<file path="src/rtl/ufifo_pkg.sv">
package ufifo_pkg;

    localparam int DATA_W        = 8;
    localparam int DEEP_DEPTH    = 256;
    localparam int SHALLOW_DEPTH = 64;
    localparam int LVL_W         = 8;

    typedef enum logic [1:0] {
        MODE_SINGLE  = 2'd0,
        MODE_SHALLOW = 2'd1,
        MODE_DEEP    = 2'd2
    } depth_mode_e;

    typedef enum logic [1:0] {
        SEL_TX_TRIG = 2'd0,
        SEL_RX_TRIG = 2'd1,
        SEL_UPPER   = 2'd2,
        SEL_LOWER   = 2'd3
    } lvl_sel_e;

    typedef struct packed {
        logic [1:0] tx_trig;
        logic [1:0] rx_trig;
        logic [1:0] upper;
        logic [1:0] lower;
    } lvl_codes_t;

    typedef struct packed {
        logic [LVL_W-1:0] tx_trig;
        logic [LVL_W-1:0] rx_trig;
        logic [LVL_W-1:0] upper;
        logic [LVL_W-1:0] lower;
    } lvl_set_t;

    localparam lvl_set_t LVL_RESET = '{
        tx_trig: LVL_W'(16),
        rx_trig: LVL_W'(16),
        upper:   LVL_W'(240),
        lower:   LVL_W'(16)
    };

    function automatic depth_mode_e mode_of(input logic en, input logic deep);
        if (!en)       return MODE_SINGLE;
        else if (deep) return MODE_DEEP;
        else           return MODE_SHALLOW;
    endfunction

    function automatic logic [LVL_W-1:0] tbl_tx(input logic [1:0] c);
        case (c)
            2'd0:    return LVL_W'(8);
            2'd1:    return LVL_W'(16);
            2'd2:    return LVL_W'(32);
            default: return LVL_W'(56);
        endcase
    endfunction

    function automatic logic [LVL_W-1:0] tbl_rx(input logic [1:0] c);
        case (c)
            2'd0:    return LVL_W'(8);
            2'd1:    return LVL_W'(16);
            2'd2:    return LVL_W'(56);
            default: return LVL_W'(60);
        endcase
    endfunction

    function automatic logic [LVL_W-1:0] tbl_upper(input logic [1:0] c);
        case (c)
            2'd0:    return LVL_W'(8);
            2'd1:    return LVL_W'(16);
            2'd2:    return LVL_W'(56);
            default: return LVL_W'(60);
        endcase
    endfunction

    function automatic logic [LVL_W-1:0] tbl_lower(input logic [1:0] c);
        case (c)
            2'd0:    return LVL_W'(0);
            2'd1:    return LVL_W'(8);
            2'd2:    return LVL_W'(16);
            default: return LVL_W'(56);
        endcase
    endfunction

endpackage

</file>
<file path="src/rtl/ufifo_ring.sv">
module ufifo_ring #(
    parameter int DW    = 8,
    parameter int DEPTH = 256
) (
    input  logic                   clk,
    input  logic                   rst,
    input  logic                   flush,
    input  logic [$clog2(DEPTH):0] cap,
    input  logic                   push,
    input  logic [DW-1:0]          din,
    input  logic                   pop,
    output logic [DW-1:0]          dout,
    output logic [$clog2(DEPTH):0] count,
    output logic                   empty
);
    localparam int AW = $clog2(DEPTH);
    localparam int CW = AW + 1;

    logic [DW-1:0] mem [DEPTH];
    logic [AW-1:0] wr_ptr, rd_ptr, mask;
    logic [CW-1:0] cap_m1;
    logic          full, do_push, do_pop;

    // Capacity is a power of two, so wrap is a mask of the low pointer bits.
    assign cap_m1  = cap - CW'(1);
    assign mask    = cap_m1[AW-1:0];
    assign full    = (count >= cap);
    assign empty   = (count == '0);
    assign do_push = push && !full && !flush;
    assign do_pop  = pop && !empty && !flush;
    assign dout    = mem[rd_ptr];

    always_ff @(posedge clk) begin
        if (rst || flush) begin
            wr_ptr <= '0;
            rd_ptr <= '0;
            count  <= '0;
        end else begin
            if (do_push) wr_ptr <= (wr_ptr + AW'(1)) & mask;
            if (do_pop)  rd_ptr <= (rd_ptr + AW'(1)) & mask;
            case ({do_push, do_pop})
                2'b10:   count <= count + CW'(1);
                2'b01:   count <= count - CW'(1);
                default: count <= count;
            endcase
        end
    end

    always_ff @(posedge clk) begin
        if (do_push) mem[wr_ptr] <= din;
    end

endmodule

</file>
<file path="src/rtl/ufifo_levels.sv">
module ufifo_levels
    import ufifo_pkg::*;
(
    input  logic             clk,
    input  logic             rst,
    input  logic             deep_active,
    input  lvl_codes_t       codes,
    input  logic             wr_en,
    input  logic [1:0]       wr_sel,
    input  logic [LVL_W-1:0] wr_data,
    output lvl_set_t         levels
);
    lvl_set_t regs_q;
    lvl_set_t table_v;

    always_ff @(posedge clk) begin
        if (rst) begin
            regs_q <= LVL_RESET;
        end else if (wr_en && deep_active) begin
            case (lvl_sel_e'(wr_sel))
                SEL_TX_TRIG: regs_q.tx_trig <= wr_data;
                SEL_RX_TRIG: regs_q.rx_trig <= wr_data;
                SEL_UPPER:   regs_q.upper   <= wr_data;
                default:     regs_q.lower   <= wr_data;
            endcase
        end
    end

    always_comb begin
        table_v.tx_trig = tbl_tx(codes.tx_trig);
        table_v.rx_trig = tbl_rx(codes.rx_trig);
        table_v.upper   = tbl_upper(codes.upper);
        table_v.lower   = tbl_lower(codes.lower);
    end

    assign levels = deep_active ? regs_q : table_v;

endmodule

</file>
<file path="src/rtl/ufifo_flow.sv">
module ufifo_flow
    import ufifo_pkg::*;
#(
    parameter int CW = 9
) (
    input  logic             clk,
    input  logic             rst,
    input  logic             flush,
    input  logic             enabled,
    input  logic [CW-1:0]    rx_count,
    input  logic [LVL_W-1:0] upper,
    input  logic [LVL_W-1:0] lower,
    input  logic             rx_drop,
    input  logic             stat_rd,
    output logic             flow_stop,
    output logic             overrun
);
    always_ff @(posedge clk) begin
        if (rst) begin
            flow_stop <= 1'b0;
        end else if (flush || !enabled) begin
            flow_stop <= 1'b0;
        end else if (rx_count > CW'(upper)) begin
            flow_stop <= 1'b1;
        end else if (rx_count < CW'(lower)) begin
            flow_stop <= 1'b0;
        end
    end

    always_ff @(posedge clk) begin
        if (rst)          overrun <= 1'b0;
        else if (rx_drop) overrun <= 1'b1;
        else if (stat_rd) overrun <= 1'b0;
    end

endmodule

</file>
<file path="src/rtl/uart_dual_fifo.sv">
module uart_dual_fifo
    import ufifo_pkg::*;
#(
    parameter int DW      = DATA_W,
    parameter int DEEP    = DEEP_DEPTH,
    parameter int SHALLOW = SHALLOW_DEPTH
) (
    input  logic                  clk,
    input  logic                  rst,
    input  logic                  fifo_en,
    input  logic                  fifo_deep,
    input  logic [1:0]            code_tx_trig,
    input  logic [1:0]            code_rx_trig,
    input  logic [1:0]            code_upper,
    input  logic [1:0]            code_lower,
    input  logic                  lvl_wr_en,
    input  logic [1:0]            lvl_wr_sel,
    input  logic [LVL_W-1:0]      lvl_wr_data,
    input  logic                  tx_wr_en,
    input  logic [DW-1:0]         tx_wr_data,
    input  logic                  tx_pop,
    output logic [DW-1:0]         tx_dout,
    output logic                  tx_empty,
    input  logic                  rx_push,
    input  logic [DW-1:0]         rx_din,
    input  logic                  rx_rd,
    output logic [DW-1:0]         rx_dout,
    output logic                  rx_empty,
    input  logic                  stat_rd,
    output logic [$clog2(DEEP):0] tx_free,
    output logic [$clog2(DEEP):0] rx_count,
    output logic                  tx_irq,
    output logic                  rx_irq,
    output logic                  flow_stop,
    output logic                  rx_overrun,
    output logic [LVL_W-1:0]      lvl_tx_trig,
    output logic [LVL_W-1:0]      lvl_rx_trig,
    output logic [LVL_W-1:0]      lvl_upper,
    output logic [LVL_W-1:0]      lvl_lower
);
    localparam int CW = $clog2(DEEP) + 1;

    depth_mode_e mode_q, mode_d;
    logic        mode_flush;
    logic [CW-1:0] cur_cap, tx_count;
    logic        rx_drop;
    lvl_codes_t  codes;
    lvl_set_t    levels;

    assign mode_d     = mode_of(fifo_en, fifo_deep);
    assign mode_flush = (mode_d != mode_q);

    always_ff @(posedge clk) begin
        if (rst) mode_q <= MODE_SINGLE;
        else     mode_q <= mode_d;
    end

    always_comb begin
        case (mode_q)
            MODE_SINGLE:  cur_cap = CW'(1);
            MODE_SHALLOW: cur_cap = CW'(SHALLOW);
            default:      cur_cap = CW'(DEEP);
        endcase
    end

    ufifo_ring #(.DW(DW), .DEPTH(DEEP)) u_tx_ring (
        .clk   (clk),
        .rst   (rst),
        .flush (mode_flush),
        .cap   (cur_cap),
        .push  (tx_wr_en),
        .din   (tx_wr_data),
        .pop   (tx_pop),
        .dout  (tx_dout),
        .count (tx_count),
        .empty (tx_empty)
    );

    ufifo_ring #(.DW(DW), .DEPTH(DEEP)) u_rx_ring (
        .clk   (clk),
        .rst   (rst),
        .flush (mode_flush),
        .cap   (cur_cap),
        .push  (rx_push),
        .din   (rx_din),
        .pop   (rx_rd),
        .dout  (rx_dout),
        .count (rx_count),
        .empty (rx_empty)
    );

    assign tx_free = cur_cap - tx_count;
    assign rx_drop = rx_push && (rx_count >= cur_cap) && !mode_flush;

    assign codes = '{tx_trig: code_tx_trig, rx_trig: code_rx_trig,
                     upper: code_upper, lower: code_lower};

    ufifo_levels u_levels (
        .clk         (clk),
        .rst         (rst),
        .deep_active (mode_q == MODE_DEEP),
        .codes       (codes),
        .wr_en       (lvl_wr_en),
        .wr_sel      (lvl_wr_sel),
        .wr_data     (lvl_wr_data),
        .levels      (levels)
    );

    assign lvl_tx_trig = levels.tx_trig;
    assign lvl_rx_trig = levels.rx_trig;
    assign lvl_upper   = levels.upper;
    assign lvl_lower   = levels.lower;

    always_comb begin
        if (mode_q == MODE_SINGLE) begin
            tx_irq = (tx_count == '0);
            rx_irq = (rx_count != '0);
        end else begin
            tx_irq = (tx_count <= CW'(levels.tx_trig));
            rx_irq = (rx_count != '0) && (rx_count >= CW'(levels.rx_trig));
        end
    end

    ufifo_flow #(.CW(CW)) u_flow (
        .clk       (clk),
        .rst       (rst),
        .flush     (mode_flush),
        .enabled   (mode_q != MODE_SINGLE),
        .rx_count  (rx_count),
        .upper     (levels.upper),
        .lower     (levels.lower),
        .rx_drop   (rx_drop),
        .stat_rd   (stat_rd),
        .flow_stop (flow_stop),
        .overrun   (rx_overrun)
    );

endmodule

</file>
<file path="config.mk">
export PLATFORM = sky130hd
export DESIGN_NAME = uart_dual_fifo
export DESIGN_NICKNAME = d
export VERILOG_FILES = /design/src/rtl/ufifo_pkg.sv /design/src/rtl/ufifo_ring.sv /design/src/rtl/ufifo_levels.sv /design/src/rtl/ufifo_flow.sv /design/src/rtl/uart_dual_fifo.sv
export SDC_FILE = /design/constraint.sdc
export NUM_CORES = 2
export LEC_CHECK = 0
export BUFFER_PORTS_ARGS = -buffer_cell sky130_fd_sc_hd__buf_2
export CAP_MARGIN = 20
export CORE_ASPECT_RATIO = 0.7
export CORE_MARGIN = 4
export CORE_UTILIZATION = 40
export DETAILED_ROUTE_END_ITERATION = 6
export MAX_ROUTING_LAYER = met4
export SYNTH_ARGS = -nofsm -noshare
export SYNTH_HDL_FRONTEND = slang
export SYNTH_HIERARCHICAL = 1
export SYNTH_SLANG_ARGS = --single-unit
</file>
<file path="constraint.sdc">
create_clock -name clk -period 6.1 [get_ports clk]
set_input_delay 0.305 -clock clk [delete_from_list [all_inputs] [get_ports clk]]
set_output_delay 0.305 -clock clk [all_outputs]
set_load 0.02 [all_outputs]
</file>
## Word-level counts from Yosys, hierarchy flattened

Memory sizes are Yosys's and may differ from the RTL's. A register that Yosys moved wholly into a read port is not among the register bits.
Cells that the tools add are included.

| operators by class | value |
|---|---|
| bitwise gates (word level) | 5 |
| equal/unequal tests | 17 |
| reductions and logical operators | 40 |
| add/subtract/negate cells | 10 |
| order comparisons | 6 |
| multiplexer cells | 24 |

Operators with widths:

| cell | number |
|---|---|
| $pmux W6 S3 | 4 |
| $pmux W9 S2 | 3 |
| $add A8 B1 Y8 const B | 4 |
| $and A8 B8 Y8 | 4 |
| $mux W32 | 1 |
| $mux W8 | 4 |
| $add A9 B1 Y9 const B | 2 |
| $ge A9 B9 Y1 | 2 |
| $logic_not A9 Y1 | 2 |
| $sub A9 B1 Y9 const B | 2 |
| $eq A2 B1 Y1 const B | 8 |
| $eq A2 B2 Y1 const B | 8 |
| $logic_and A1 B1 Y1 | 12 |
| $logic_not A2 Y1 | 6 |
| $mux W1 | 10 |
| $reduce_bool A2 Y1 | 5 |
| $ge A9 B8 Y1 | 1 |
| $gt A9 B8 Y1 | 1 |
| $le A9 B8 Y1 | 1 |
| $lt A9 B8 Y1 | 1 |
| $reduce_bool A9 Y1 | 1 |
| $sub A9 B9 Y9 | 1 |
| $reduce_and A2 Y1 | 4 |
| $sub A8 B1 Y8 const B | 1 |
| other kinds (7) | 14 |

| storage, ports and cells | value |
|---|---|
| bits in registers | 86 |
| RAM bits | 4,096 |
| memories | 2 |

Memories:

| name | depth | bits a word | rd ports | clocked after memory_dff | write ports | RTL line | source |
|---|---|---|---|---|---|---|---|
| u_rx_ring.mem | 256 | 8 | 1 | 1 | 1 | ufifo_ring.sv:19 | `logic [DW-1:0] mem [DEPTH];` |
| u_tx_ring.mem | 256 | 8 | 1 | 1 | 1 | ufifo_ring.sv:19 |  |

## Depth between registers and ports, before layout

| logic depth | value |
|---|---|
| depth after elaboration | 8 |
| depth in mapped cells | 22 |
| gate-level depth less buffers | 19 |

## Modules after synthesis

Netlist, hierarchy kept.

By module, submodules not included:

| module | instances | cells each | area an instance (µm²) | sequential area each (µm²) |
|---|---|---|---|---|
| ufifo_ring | 2 | 3,962 | 81,231.7 | 62,159.6 |
| ufifo_levels | 1 | 179 | 1,665.3 | 640.6 |
| uart_dual_fifo | 1 | 111 | 837.1 | 40.0 |
| ufifo_flow | 1 | 59 | 460.4 | 40.0 |

## Least setup slack after synthesis

No wires, ideal clock.

| timing path | value |
|---|---|
| path kind | register -> register |
| start point | register mode_q[1] |
| end point | register u_rx_ring.count[6] |
| path slack | 1,680 ps |
| arrival | 4,292 ps |
| stages on the path, launching flop included | 22 |
| library setup time | 128 ps |
| path buffers | 3 |
| path through | dfxtp_1 or2_4 inv_4 ha_1 nand2b_1 a21o_1 a21o_1 a21oi_1 o211ai_1 clkbuf_1 clkbuf_1 ha_1 buf_1 xor2_1 ha_1 a21oi_1 o22ai_1 a221oi_1 a21oi_1 nor4_1 xnor2_1 nor2_1 |

| on the way | value |
|---|---|
| longest elaborated chain between the ends | 8 |
| elaborated cells between the ends (all ways) | 15 |
| those cells by class | 1 x order compare; 4 x eq/ne; 2 x mux; 8 x reduce/logical |

RTL lines:

| what | RTL line | source |
|---|---|---|
| start: declaration | uart_dual_fifo.sv:43 | `depth_mode_e mode_q, mode_d;` |
| start signal: assignment | uart_dual_fifo.sv:55 | `else mode_q <= mode_d;` |
| $eq A2 B1 Y1 / $logic_not A2 Y1 (equally long branches) | uart_dual_fifo.sv:59 | `case (mode_q)` |
| $pmux W9 S2 * | uart_dual_fifo.sv:59 |  |
| via cur_cap[0] | uart_dual_fifo.sv:45 | `logic [CW-1:0] cur_cap, tx_count;` |
| $ge A9 B9 Y1 * | ufifo_ring.sv:27 | `assign full = (count >= cap);` |
| $logic_not A1 Y1 * | ufifo_ring.sv:29 | `assign do_push = push && !full && !flush;` |
| $logic_and A1 B1 Y1 * (2 in a row) | ufifo_ring.sv:29 |  |
| $eq A2 B1 Y1 / $eq A2 B2 Y1 (equally long branches) | ufifo_ring.sv:41 | `case ({do_push, do_pop})` |
| $pmux W9 S2 / $reduce_bool A2 Y1 (equally long branches) | n/a |  |
| end signal: assignment | ufifo_ring.sv:42 | `2'b10: count <= count + CW'(1);` |
| end signal: assignment | ufifo_ring.sv:43 | `2'b01: count <= count - CW'(1);` |
| end signal: assignment | ufifo_ring.sv:44 | `default: count <= count;` |
| end: declaration | ufifo_ring.sv:13 | `output logic [$clog2(DEPTH):0] count,` |

Mark *: on every way through the listed nets, which the timed path passes. The rest lies on a longest branch.
A chain may end at the register's enable or synchronous reset.

==> results by group <==
Yosys
  • Synth Instances: 8273
  • Synth unique cells: 81
  • Ys Warns: 6
  • Sequential share of the synthesized area: 75.6%
  • Number of flops mapped to enable cells by yosys: 4096
  • Mean Syn Cell Area: 20.0 sq um
  • Primary FF master, synth: edfxtp_1
  • FFs w/ async S/R, synth: 0%
  • Cell area after synthesis: around 170000 sq um
  • Number of synthesized register bits: 4198

Detailed routing
  • Final ANT Viol Nets: 0
  • Top sig layer: met4
  • Initial DRC count: 11864
  • Residual DRC: 0
  • Routed wl met3: 48800 um
  • Wirelength, routed: 441000 um
  • Via count: 84869
  • Met1 wire length: 193000 um
  • 1st-pass router iterations: 7
  • Routed vias/inst: 5.90
  • Met2 WL: 186000 um
  • WL/cell: about 31 um

Clock tree
  • Cts repair resizes: 0
  • TritonCTS clock tree: done
  • Sink Count: 4198
  • Root buffer cell: clkbuf_16
  • Setup bufs post-CTS: 0
  • CTS Buf Count: 399
  • Htree depth: 5
  • Clk_lat worst skew: approximately 1000 ps
  • Clk pin slew, worst setup/hold paths: 60 ps
  • Hold-fix buffers at CTS: 36
  • Deepest clock path buffer count: 4

Critical path
  • Slowest-stage cell, CP: nor4_1
  • Max incr delay on CP: 1010 ps
  • Crit-path max FO: 31
  • Startpoint types: register
  • CP required: roughly 5800 ps
  • Crit path cell chain: and2_2 -> nand2_1 -> o22ai_1 -> or2_2 -> nor3_1 -> a31oi_1 -> nor4_1 -> buf_2
  • Critical path capture point type: output port
  • Worst EP arrival: 5770 ps
  • WP buf/inv: 1
  • Crit-path leading delay family: simple AND/OR/NAND/NOR gates
  • Kind of critical path: register to output port

Floorplanning
  • I/O pin cnt: about 120
  • Die W: 777 um
  • Initial Utilization: 40.2%
  • Die height: between 500 and 600 um
  • Placeable Area: roughly 410000 sq um
  • Die ar.: between 400000 and 500000 sq um
  • Rows: 197

Global route
  • Congestion Overflow GR: 0
  • Initial antenna violation count: 15
  • GRT Total Usage: 21.0%
  • First-pass GRT wire length: 629000 um
  • Largest net degree at the start of global routing: 167
  • Vias in the first global route: 82729

Run
  • Max-cap violations: 0

Pwr
  • Switch share: 20.5%
  • Pwr dens: a little over 300 nW/um^2
  • Logic pwr share: ~1.6%
  • Psw: 0.0117 W
  • Clk pwr share: 43.1%
  • P_int: roughly 0.045 W
  • Worst VDD drop: 0.253 mV
  • Seq pwr share: 55.3%
  • LEAKAGE: ~56 nW

STA
  • Unrepaired setup endpoints after global routing: no
  • Fmax: approximately 160 MHz
  • Worst slew pin tran: 1260 ps
  • Worst Clk Skew: roughly 120 ps
  • Hold Fails Final Rpt: 0
  • Fin crit share: 99.6%
  • Worst Slack Setup Final: 22.0 ps
  • Setup TNS: 0 ps
  • Period minus WS final: 6080 ps
  • Setup violators final: 0
  • Worst rel slew slack: ~15%
  • Max Slew Vio Count: 0

Cells and area
  • Area grow syn2layout: 12.3%
  • Commonest non-fill, non-tap cell in the layout: edfxtp_1
  • Layout cells sized above 1: 22.4%
  • Highest-count cells in the layout ignoring fill and taps: edfxtp_1 (4096), mux4_2 (960), nor2_1 (644)
  • Layout net count: 8685

Place
  • Pre-CTS setup slack: 1090 ps
  • DP Wirelength: 280000 um
  • Routability congestion estimate: 0.946
  • Port Buffer Count: 115

Worst hold path
  • Tightest Hold Check Type: input pin to register

Outcome
  • Status: finished clean
final cells by class:
cell class              instances  area (sq um)
diodes                          8          20.0
inverters                      81           307
clock inverters               251          2500
multi-input cells            3536         37600
well taps                    5472          6850
flip-flops and latches       4198        125000
repair buffers                347          3030
clock buffers                 491         10500
fillers                     34298        226000
layer usage:
metal / track usage (%) / up-vias
met5: - / -
met4: 5.73 / 0
met3: 5.65 / 562
met2: 28.1 / 4400
met1: 31.5 / 45337
li1: - / 34570
power by group through the flow:
stage	sequential (W)	combinational [W]	clock, W
floorplan	0.0323	0.000204	0
global placement	0.0323	0.000900	0
detailed placement	0.0323	0.000930	0
CTS	0.0316	0.000946	0.0251
global route	0.0316	0.00100	0.0264
finish	0.0316	0.000936	0.0246
tightest hold or removal path, cell delays in order:
cell     delay [ps]
buf_2           130
nand4_2         450
mux2i_1         140
state kept, by name (all words and copies together) (netlist names), named ones only:
signal,count
u_levels/regs_q,32
u_rx_ring/count,9
u_flow/flow_stop,1
u_flow/overrun,1
u_tx_ring/mem,2048
mode_q,2
u_rx_ring/mem,2048
u_rx_ring/rd_ptr,8
u_tx_ring/wr_ptr,8
u_tx_ring/count,9
u_rx_ring/wr_ptr,8
u_tx_ring/rd_ptr,8
synthesized netlist by cell type (31+ instances only):
master | number | area [sq um]
a211oi_1 | 110 | 826
a21oi_1 | 74 | 370
a22o_1 | 82 | 718
a22oi_1 | 108 | 811
a31oi_1 | 51 | 319
and2_1 | 38 | 238
buf_2 | 148 | 741
buf_4 | 76 | 571
buf_6 | 44 | 495
clkbuf_1 | 184 | 691
dfxtp_1 | 102 | 2040
edfxtp_1 | 4096 | 123000
ha_1 | 78 | 976
inv_1 | 77 | 289
mux2_2 | 53 | 597
mux2i_1 | 206 | 2060
mux4_2 | 960 | 21600
nand2_1 | 288 | 1080
nand2b_1 | 55 | 344
nand3_1 | 36 | 180
nor2_1 | 649 | 2440
nor2b_1 | 40 | 250
nor3_1 | 82 | 410
o21ai_0 | 64 | 320
o22ai_1 | 225 | 1410
or2_2 | 31 | 194
through the flow:
step | cell area, sq um | utilization [%] | hold slack [ps] | cells | total power, W
after floorplan | 166000 | - | 377 | 8300 | 0.0325
after global placement | 172000 | 41.9 | 454 | 13588 | 0.0332
after detailed placement | 172000 | 41.9 | 464 | 13590 | 0.0332
after CTS | 186000 | 45.1 | 10.8 | 14368 | 0.0577
after global routing | 186000 | 45.1 | 43.8 | 14379 | 0.0590
final | 186000 | 45.1 | 92.6 | 14384 | 0.0572
path summary, 6_finish.rpt:
check / cells after the start / end / slack [ps] / from
setup / recovery: 8 / rx_dout[0] / 20 / register
hold / removal: 3 / u_levels/regs_q[6] / 90 / lvl_wr_en
setup reg to reg: 19 / u_rx_ring/count[8] / 1220 / mode_q[0]
hold reg to reg: 2 / u_levels/regs_q[31] / 470 / u_levels/regs_q[31]
logic make-up after synthesis:
kind of cell	share of synthesized area [%]
flops	75.6
other cells	0.00227
simple gates	3.75
xor+xnor	0.244
mux	14.7
compound gates	3.34
buf+inv	1.81
fa+ha+maj	0.590
No activity file was read; power rests on OpenSTA's default activity.
